`src/rtl/rdl_tdc_pkg.sv`:
```
package rdl_tdc_pkg;
  parameter int unsigned RING_STAGES = 16;
  parameter int unsigned LAP_W       = 18;
endpackage

```
`src/rtl/rdl_tdc_sync.sv`:
```
module rdl_tdc_sync #(
  parameter int unsigned W = 1
) (
  input  logic         clk_i,
  input  logic         rst_ni,
  input  logic [W-1:0] d_i,
  output logic [W-1:0] q_o
);
  logic [W-1:0] s1_q, s2_q;

  always_ff @(posedge clk_i or negedge rst_ni) begin
    if (!rst_ni) begin
      s1_q <= '0;
      s2_q <= '0;
    end else begin
      s1_q <= d_i;
      s2_q <= s1_q;
    end
  end

  assign q_o = s2_q;
endmodule

```
`src/rtl/rdl_tdc_enc.sv`:
```
module rdl_tdc_enc #(
  parameter int unsigned STAGES = rdl_tdc_pkg::RING_STAGES,
  localparam int unsigned POS_W = $clog2(STAGES)
) (
  input  logic [STAGES-1:0] taps_i,
  output logic [POS_W-1:0]  pos_o
);
  // descending scan so the lowest differing index wins
  always_comb begin
    pos_o = '0;
    for (int k = STAGES - 1; k >= 1; k--) begin
      if (taps_i[k] != taps_i[k-1]) pos_o = POS_W'(k);
    end
  end

  always_comb begin
    if (pos_o != '0) begin
      AST_ENC_EDGE: assert (taps_i[pos_o] != taps_i[pos_o - POS_W'(1)]);
    end
  end
endmodule

```
`src/rtl/rdl_tdc_lap.sv`:
```
module rdl_tdc_lap #(
  parameter int unsigned CNT_W = rdl_tdc_pkg::LAP_W
) (
  input  logic             clk_i,
  input  logic             rst_ni,
  input  logic             clr_i,
  input  logic             lap_i,
  output logic [CNT_W-1:0] cnt_o
);
  logic lap_q;
  logic [CNT_W-1:0] cnt_q;

  always_ff @(posedge clk_i or negedge rst_ni) begin
    if (!rst_ni) begin
      lap_q <= 1'b0;
      cnt_q <= '0;
    end else begin
      lap_q <= lap_i;
      if (clr_i)              cnt_q <= '0;
      else if (lap_i != lap_q) cnt_q <= cnt_q + CNT_W'(1);
    end
  end

  assign cnt_o = cnt_q;

  AST_LAP_STEP: assert property (@(posedge clk_i) disable iff (!rst_ni)
    !$past(clr_i) |-> (CNT_W'(cnt_q - $past(cnt_q)) <= CNT_W'(1)));
endmodule

```
`src/rtl/rdl_tdc_top.sv`:
```
module rdl_tdc_top #(
  parameter int unsigned STAGES = rdl_tdc_pkg::RING_STAGES,
  parameter int unsigned CNT_W  = rdl_tdc_pkg::LAP_W,
  localparam int unsigned POS_W  = $clog2(STAGES),
  localparam int unsigned WORD_W = CNT_W + POS_W
) (
  input  logic              clk_i,
  input  logic              rst_ni,
  input  logic              start_i,
  input  logic              sample_i,
  input  logic [STAGES-1:0] taps_i,
  input  logic              lap_i,
  output logic [WORD_W-1:0] diff_o,
  output logic              valid_o,
  output logic              first_o
);
  logic [STAGES-1:0] taps_s;
  logic              lap_s;
  logic [POS_W-1:0]  pos_c, pos_q;
  logic [CNT_W-1:0]  cnt;
  logic [WORD_W-1:0] word, prev_q, diff_q;
  logic              primed_q, valid_q, first_q;

  rdl_tdc_sync #(.W(STAGES + 1)) u_sync (
    .clk_i (clk_i),
    .rst_ni(rst_ni),
    .d_i   ({lap_i, taps_i}),
    .q_o   ({lap_s, taps_s})
  );

  rdl_tdc_enc #(.STAGES(STAGES)) u_enc (
    .taps_i(taps_s),
    .pos_o (pos_c)
  );

  rdl_tdc_lap #(.CNT_W(CNT_W)) u_lap (
    .clk_i (clk_i),
    .rst_ni(rst_ni),
    .clr_i (start_i),
    .lap_i (lap_s),
    .cnt_o (cnt)
  );

  // position registered to line up with the counter stage
  always_ff @(posedge clk_i or negedge rst_ni) begin
    if (!rst_ni) pos_q <= '0;
    else         pos_q <= pos_c;
  end

  assign word = {cnt, pos_q};

  always_ff @(posedge clk_i or negedge rst_ni) begin
    if (!rst_ni) begin
      prev_q   <= '0;
      diff_q   <= '0;
      primed_q <= 1'b0;
      valid_q  <= 1'b0;
      first_q  <= 1'b0;
    end else if (start_i) begin
      prev_q   <= '0;
      primed_q <= 1'b0;
      valid_q  <= 1'b0;
      first_q  <= 1'b0;
    end else if (sample_i) begin
      diff_q   <= word - prev_q;
      prev_q   <= word;
      primed_q <= 1'b1;
      valid_q  <= 1'b1;
      first_q  <= !primed_q;
    end else begin
      valid_q  <= 1'b0;
      first_q  <= 1'b0;
    end
  end

  assign diff_o  = diff_q;
  assign valid_o = valid_q;
  assign first_o = first_q;

  AST_VALID_CAUSE: assert property (@(posedge clk_i) disable iff (!rst_ni)
    valid_o |-> ($past(sample_i) && !$past(start_i)));
  AST_START_WINS: assert property (@(posedge clk_i) disable iff (!rst_ni)
    start_i |=> !valid_o);
  AST_FIRST_WITH_VALID: assert property (@(posedge clk_i) disable iff (!rst_ni)
    first_o |-> valid_o);
  AST_DIFF_HOLD: assert property (@(posedge clk_i) disable iff (!rst_ni)
    !valid_o |-> $stable(diff_o));
endmodule

```
`config.mk`:
```
export PLATFORM = sky130hd
export DESIGN_NAME = rdl_tdc_top
export DESIGN_NICKNAME = d
export VERILOG_FILES = /design/src/rtl/rdl_tdc_pkg.sv /design/src/rtl/rdl_tdc_sync.sv /design/src/rtl/rdl_tdc_enc.sv /design/src/rtl/rdl_tdc_lap.sv /design/src/rtl/rdl_tdc_top.sv
export SDC_FILE = /design/constraint.sdc
export NUM_CORES = 1
export LEC_CHECK = 0
export CAP_MARGIN = 20
export CORE_MARGIN = 2
export CORE_UTILIZATION = 65
export CTS_BUF_LIST = sky130_fd_sc_hd__clkbuf_4 sky130_fd_sc_hd__clkbuf_8
export DETAILED_ROUTE_END_ITERATION = 12
export PLACE_DENSITY = 0.95
export SLEW_MARGIN = 20
export SYNTH_ARGS = -nofsm -noshare
export SYNTH_HDL_FRONTEND = slang
export SYNTH_HIERARCHICAL = 1
export SYNTH_SLANG_ARGS = --single-unit
```
`constraint.sdc`:
```
create_clock -name clk_i -period 7.2 [get_ports clk_i]
set_clock_uncertainty 0.2 [all_clocks]
set_input_delay 1.44 -clock clk_i [delete_from_list [all_inputs] [get_ports clk_i]]
set_output_delay 1.44 -clock clk_i [all_outputs]
set_load 0.01 [all_outputs]
```
# ---- Word level (Yosys, flattened, before mapping)
# Index checks and enable logic that the tools add are counted.
dict set report classes {
  addsub 2
  n_mul 0
  div 0
  order_cmp 0
  n_eq_ne 16
  n_shift 0
  n_mux 25
  bitwise_logic 1
  reduce_logical 4
}
# operator n
set op_table {}
lappend op_table {{4-bit two-way mux} 15}
lappend op_table {{22-bit two-way mux} 2}
lappend op_table {{18-bit two-way mux} 2}
lappend op_table {{22-bit subtractor} 1}
lappend op_table {{18-bit by 1-bit adder with 18-bit output, second input constant} 1}
lappend op_table {{1-bit inequality test} 16}
lappend op_table {{1-bit two-way mux} 6}
lappend op_table {{2-bit nonzero test} 2}
lappend op_table {{2-bit AND reduction} 1}
lappend op_table {{1-bit logical NOT} 1}
lappend op_table {{1-bit inverter} 1}
dict set report word_totals {
  ff_bits 104
  latchBits 0
  ramBits 0
  mem_bits_ro 0
  output_inout_bits 24
  n_memories 0
}

# ---- Longest topological paths before layout
dict set report depth {
  ltp_word 16
  mapped_depth 10
}

# ---- By module
# Netlist, hierarchy kept.
# module n_inst cells_per_inst area_per_inst_um2
set by_module_without_submodules {}
lappend by_module_without_submodules {rdl_tdc_top 1 324 3027.9}
lappend by_module_without_submodules {rdl_tdc_lap 1 99 947.2}
lappend by_module_without_submodules {rdl_tdc_sync 1 34 850.8}
lappend by_module_without_submodules {rdl_tdc_enc 1 70 381.6}

# ---- Least setup slack after synthesis
# Ideal clock, no wire load.
dict set report synth_path {
  path_kind {input port to flip-flop}
  from {input sample_i}
  to {register diff_q[15], in the netlist diff_o[15]}
  setup_time_ns 0.069
  arrival_ns 2.576
  required_time_ns 6.931
  path_slack_ns 4.355
  path_stages 7
  n_path_buf 2
  cell_sequence {clkbuf_1 > nand2b_1 > clkbuf_1 > inv_1 > nand2_1 > or4_1 > nand3_1}
}
dict set report synth_between {
  elab_chain_cells 1
}
# element line_no
set synth_lines {}
lappend synth_lines {{start, declared} rdl_tdc_top.sv:10} ;# input logic sample_i,
lappend synth_lines {{2-bit AND reduction (no source line)} --}
lappend synth_lines {{end signal, assigned} rdl_tdc_top.sv:65} ;# diff_q <= word - prev_q;
lappend synth_lines {{end, declared} rdl_tdc_top.sv:21} ;# logic [WORD_W-1:0] word, prev_q, diff_q;
# Every way passes these cells.
# A chain may end at the register's enable or synchronous reset.

# ---- Final worst setup path
# Ends and elaborated chain as after synthesis.

==> results.txt <==
Delay of the slowest cell on the worst path = 0.46 ns
Startpoint Class = primary input
R2R Setup Slk = 4.42 ns
Routed wire per std cell = 15.6 microns
RSZ-0062 raised after global routing = false
Max-slew violations = 0
Slowest cell on crit path = clkdlybuf4s50_1
Crit Path Class = primary input to register
Yosys cell types = 60
Pwr/cell area = 219 nW/um^2
Starting Density = 67.4%
Worst VDD drop = 0.000143 V
Diode count = 0
Final Setup Violations = 0
Crit Reg-Reg Startpoint = pos_q[0]
CP cell instances = clkdlybuf4s50_1, buf_4, nand2b_1, buf_4, inv_1, nand2_1, or4_1, nand3_1
Worst r2r dst = diff_o[12]
Placement Cell Area = 5730 sq um
Synthesized area per cell = 9.88 sq um
Row Count = 32
EDFF count, synth = 0
Status = completed
Worst Max-Slew Pin Slew = 0.701 ns
Yosys top cell area share = 50.0%
Final std cells w/o fill = 676
Syn nets = 571
GRT overflow = 0
H-tree levels = 3
Initial DRC count = 273
Hold Path Cell Cnt = 0
HP Class = register to register
Initial antenna violation count = 0
Filler cell count = 502
Via density = 6.10
Most used DFF post-synth = dfrtp_1
TNS Setup = 0 ns
Clk buf depth = 2
Height of the die = 93.5 microns
CTS-repair resized insts = 0
Sequential share of power = 51.4%
Pin count of the biggest net entering global routing = 59
WHS Endpoint = u_sync/q_o[13]
CP required = 7.32 ns
Final hold slack = 0.157 ns
Core Area = 7730 sq um
Min-delay src = u_sync/s1_q[13]
Synth Register Bits = 104
Dpl hpwl = 7730 microns
Nets = 613
Clk sinks = 104
Commonest non-fill, non-tap cell in the layout = dfrtp_1
Fraction of registers with async set/reset = 100%
DRC viols = 0
Logic pwr share = 21.0%
Largest area contributor in the netlist = dfrtp_1
Total die area = 8740 sq um
Final WL = 10600 microns
CTS Hold Bufs = 0
Number of cells after detailed placement = 660
First-pass GRT wire length = 18000 microns
CP Buf/Inv Count = 4
CTS tree = done
Max Freq = 308 MHz
Top post-synthesis cells by area = dfrtp_1 50%, ha_1 5.3%, mux2i_1 4.6%, nand2_1 4.3%, nor2_1 4.0%
Post CTS Setup Buffer Count = 0
Final Hold Fails = 0
Yosys synthesis warning count = 6
Critical Path End Type = register
Final RePlAce weighted congestion = 0.877
Fin crit share = 45.0%
Drt first pass iters = 5
Detail Route Antenna Nets = 0
Crit. Startpoint = sample_i
Pleak = 2.67 nW
CP max FO = 46
Layout area overhead = 13.9%
Commonest cells after routing, fill and taps aside = 104 x dfrtp_1, 60 x nand2_1, 56 x nor2_1
Final instance area = 5930 sq um
Final Power = 1.30 mW
Slew Limit Headroom = 53.3%
Routed via count = 4122
Clock buffer count from CTS = 9
Reg2reg path depth = 10
Chip width = 93.5 microns
Clk root buf = clkbuf_8
Max-cap check violation count = 0
Share of layout cells above drive strength 1 = 6.27%
Switching pwr = 0.387 mW
Internal power = 0.909 mW
CP arrival = 3.37 ns
Clk_lat worst skew = 0.38 ns
Sw Share = 29.9%
Top delay family on crit path = buffers and inverters
Synth Cell Area = 5210 sq um
Vias in the first global route = 3954
Port bufs = 44
Minimum clock period after layout = 3.24 ns
Post-synthesis sequential area ratio = 50.0%
Total global-route track usage = 25.9%
CP dominant cell by count = buf_4
IO Pins = 45
Clock power frac = 27.6%
CTS clk-pin slew, worst paths = 0.11 ns
Mapped Cells = 527
-- worst max-delay path by stage --
stage / endpoint / slack, ns / cells past startpoint
floorplan: diff_o[15] / 4.36 / 7
global placement: diff_o[15] / 3.63 / 8
detailed placement: diff_o[15] / 3.57 / 8
CTS: diff_o[15] / 3.97 / 8
global route: diff_o[21] / 3.82 / 7
finish: diff_o[15] / 3.96 / 8
-- cells in the mapped netlist, types with 2 or more instances --
cell         n
clkbuf_1     7
a211oi_1     4
a21o_1       6
inv_1       29
a21oi_1     28
o21ai_0     25
nand2b_1     4
dfrtp_1    104
or2_2        2
a31oi_1      3
xnor2_1     15
o21a_1       6
nand3_1     11
o22ai_1      4
nand2_1     60
or4_1        3
ha_1        22
buf_2        3
mux2_2       2
or2_1        2
a31o_1       2
and3_1       5
nor2b_1      4
nor3_1      18
buf_1        6
or3_1        5
nand4_1      7
o31ai_1     12
o2111ai_1    3
nor4_1       7
mux2i_1     24
nor2_1      56
xor2_1       9
o21ai_1      2
o211ai_1     2
-- worst register-to-register path, stage by stage (launching register included) --
cell,delay [ns]
dfrtp_1,0.40
inv_1,0.06
ha_1,0.16
inv_1,0.05
fa_1,0.41
a21o_1,0.22
a221oi_2,0.37
nand3_1,0.18
a21oi_1,0.33
xor2_1,0.18
o21ai_0,0.09
-- state kept, by name (all words and copies together), names as in the netlist --
name / count
first_o: 1
valid_o: 1
diff_o: 22
u_sync/q_o: 17
u_lap/cnt_o: 18
primed_q: 1
u_sync/s1_q: 17
prev_q: 22
pos_q: 4
u_lap/lap_q: 1
-- power groups by stage --
stage	Clock, mW	Combinational (mW)	Sequential, mW
6_report	0.358	0.272	0.667
5_1_grt	0.390	0.299	0.673
3_3_place_gp	0	0.263	0.675
3_5_place_dp	0	0.272	0.679
4_1_cts	0.364	0.273	0.667
2_1_floorplan	0	0.137	0.687
-- per-stage QoR --
step                util (%)  setup WS (ns)
floorplan                  -           4.36
global placement        74.1           3.63
detailed placement      74.1           3.57
CTS                     76.7           3.97
global route            76.7           3.82
finish                  76.7           3.96
-- metal layers --
| layer | routed length [microns] | track usage, % | up-vias | part of all wire, % |
|---|---|---|---|---|
| met1 | 4570 | 35.2 | 1968 | 43 |
| li1 | - | - | 1948 | - |
| met5 | 0 | 0 | - | 0 |
| met3 | 625 | 3.55 | 27 | 5.9 |
| met2 | 5050 | 40.9 | 179 | 48 |
| met4 | 324 | 13.5 | 0 | 3.1 |
-- logic make-up after synthesis --
| group | synth area share [%] |
|---|---|
| compound gates | 15.1 |
| xor+xnor | 4.04 |
| fa+ha+maj | 5.67 |
| buf+inv | 3.53 |
| flops | 50.0 |
| mux | 5.05 |
| simple gates | 16.7 |
-- area by class of cell --
cell class,instances,area [sq um],area share [%]
Tap cell,102,128,2.15
Multi-Input combinational cell,377,2430,40.9
Clock inverter,7,71.3,1.20
Timing Repair Buffer,48,468,7.89
Inverter,29,109,1.84
Clock buffer,9,124,2.09
Sequential cell,104,2600,43.9
No activity file was read; power rests on OpenSTA's default activity.
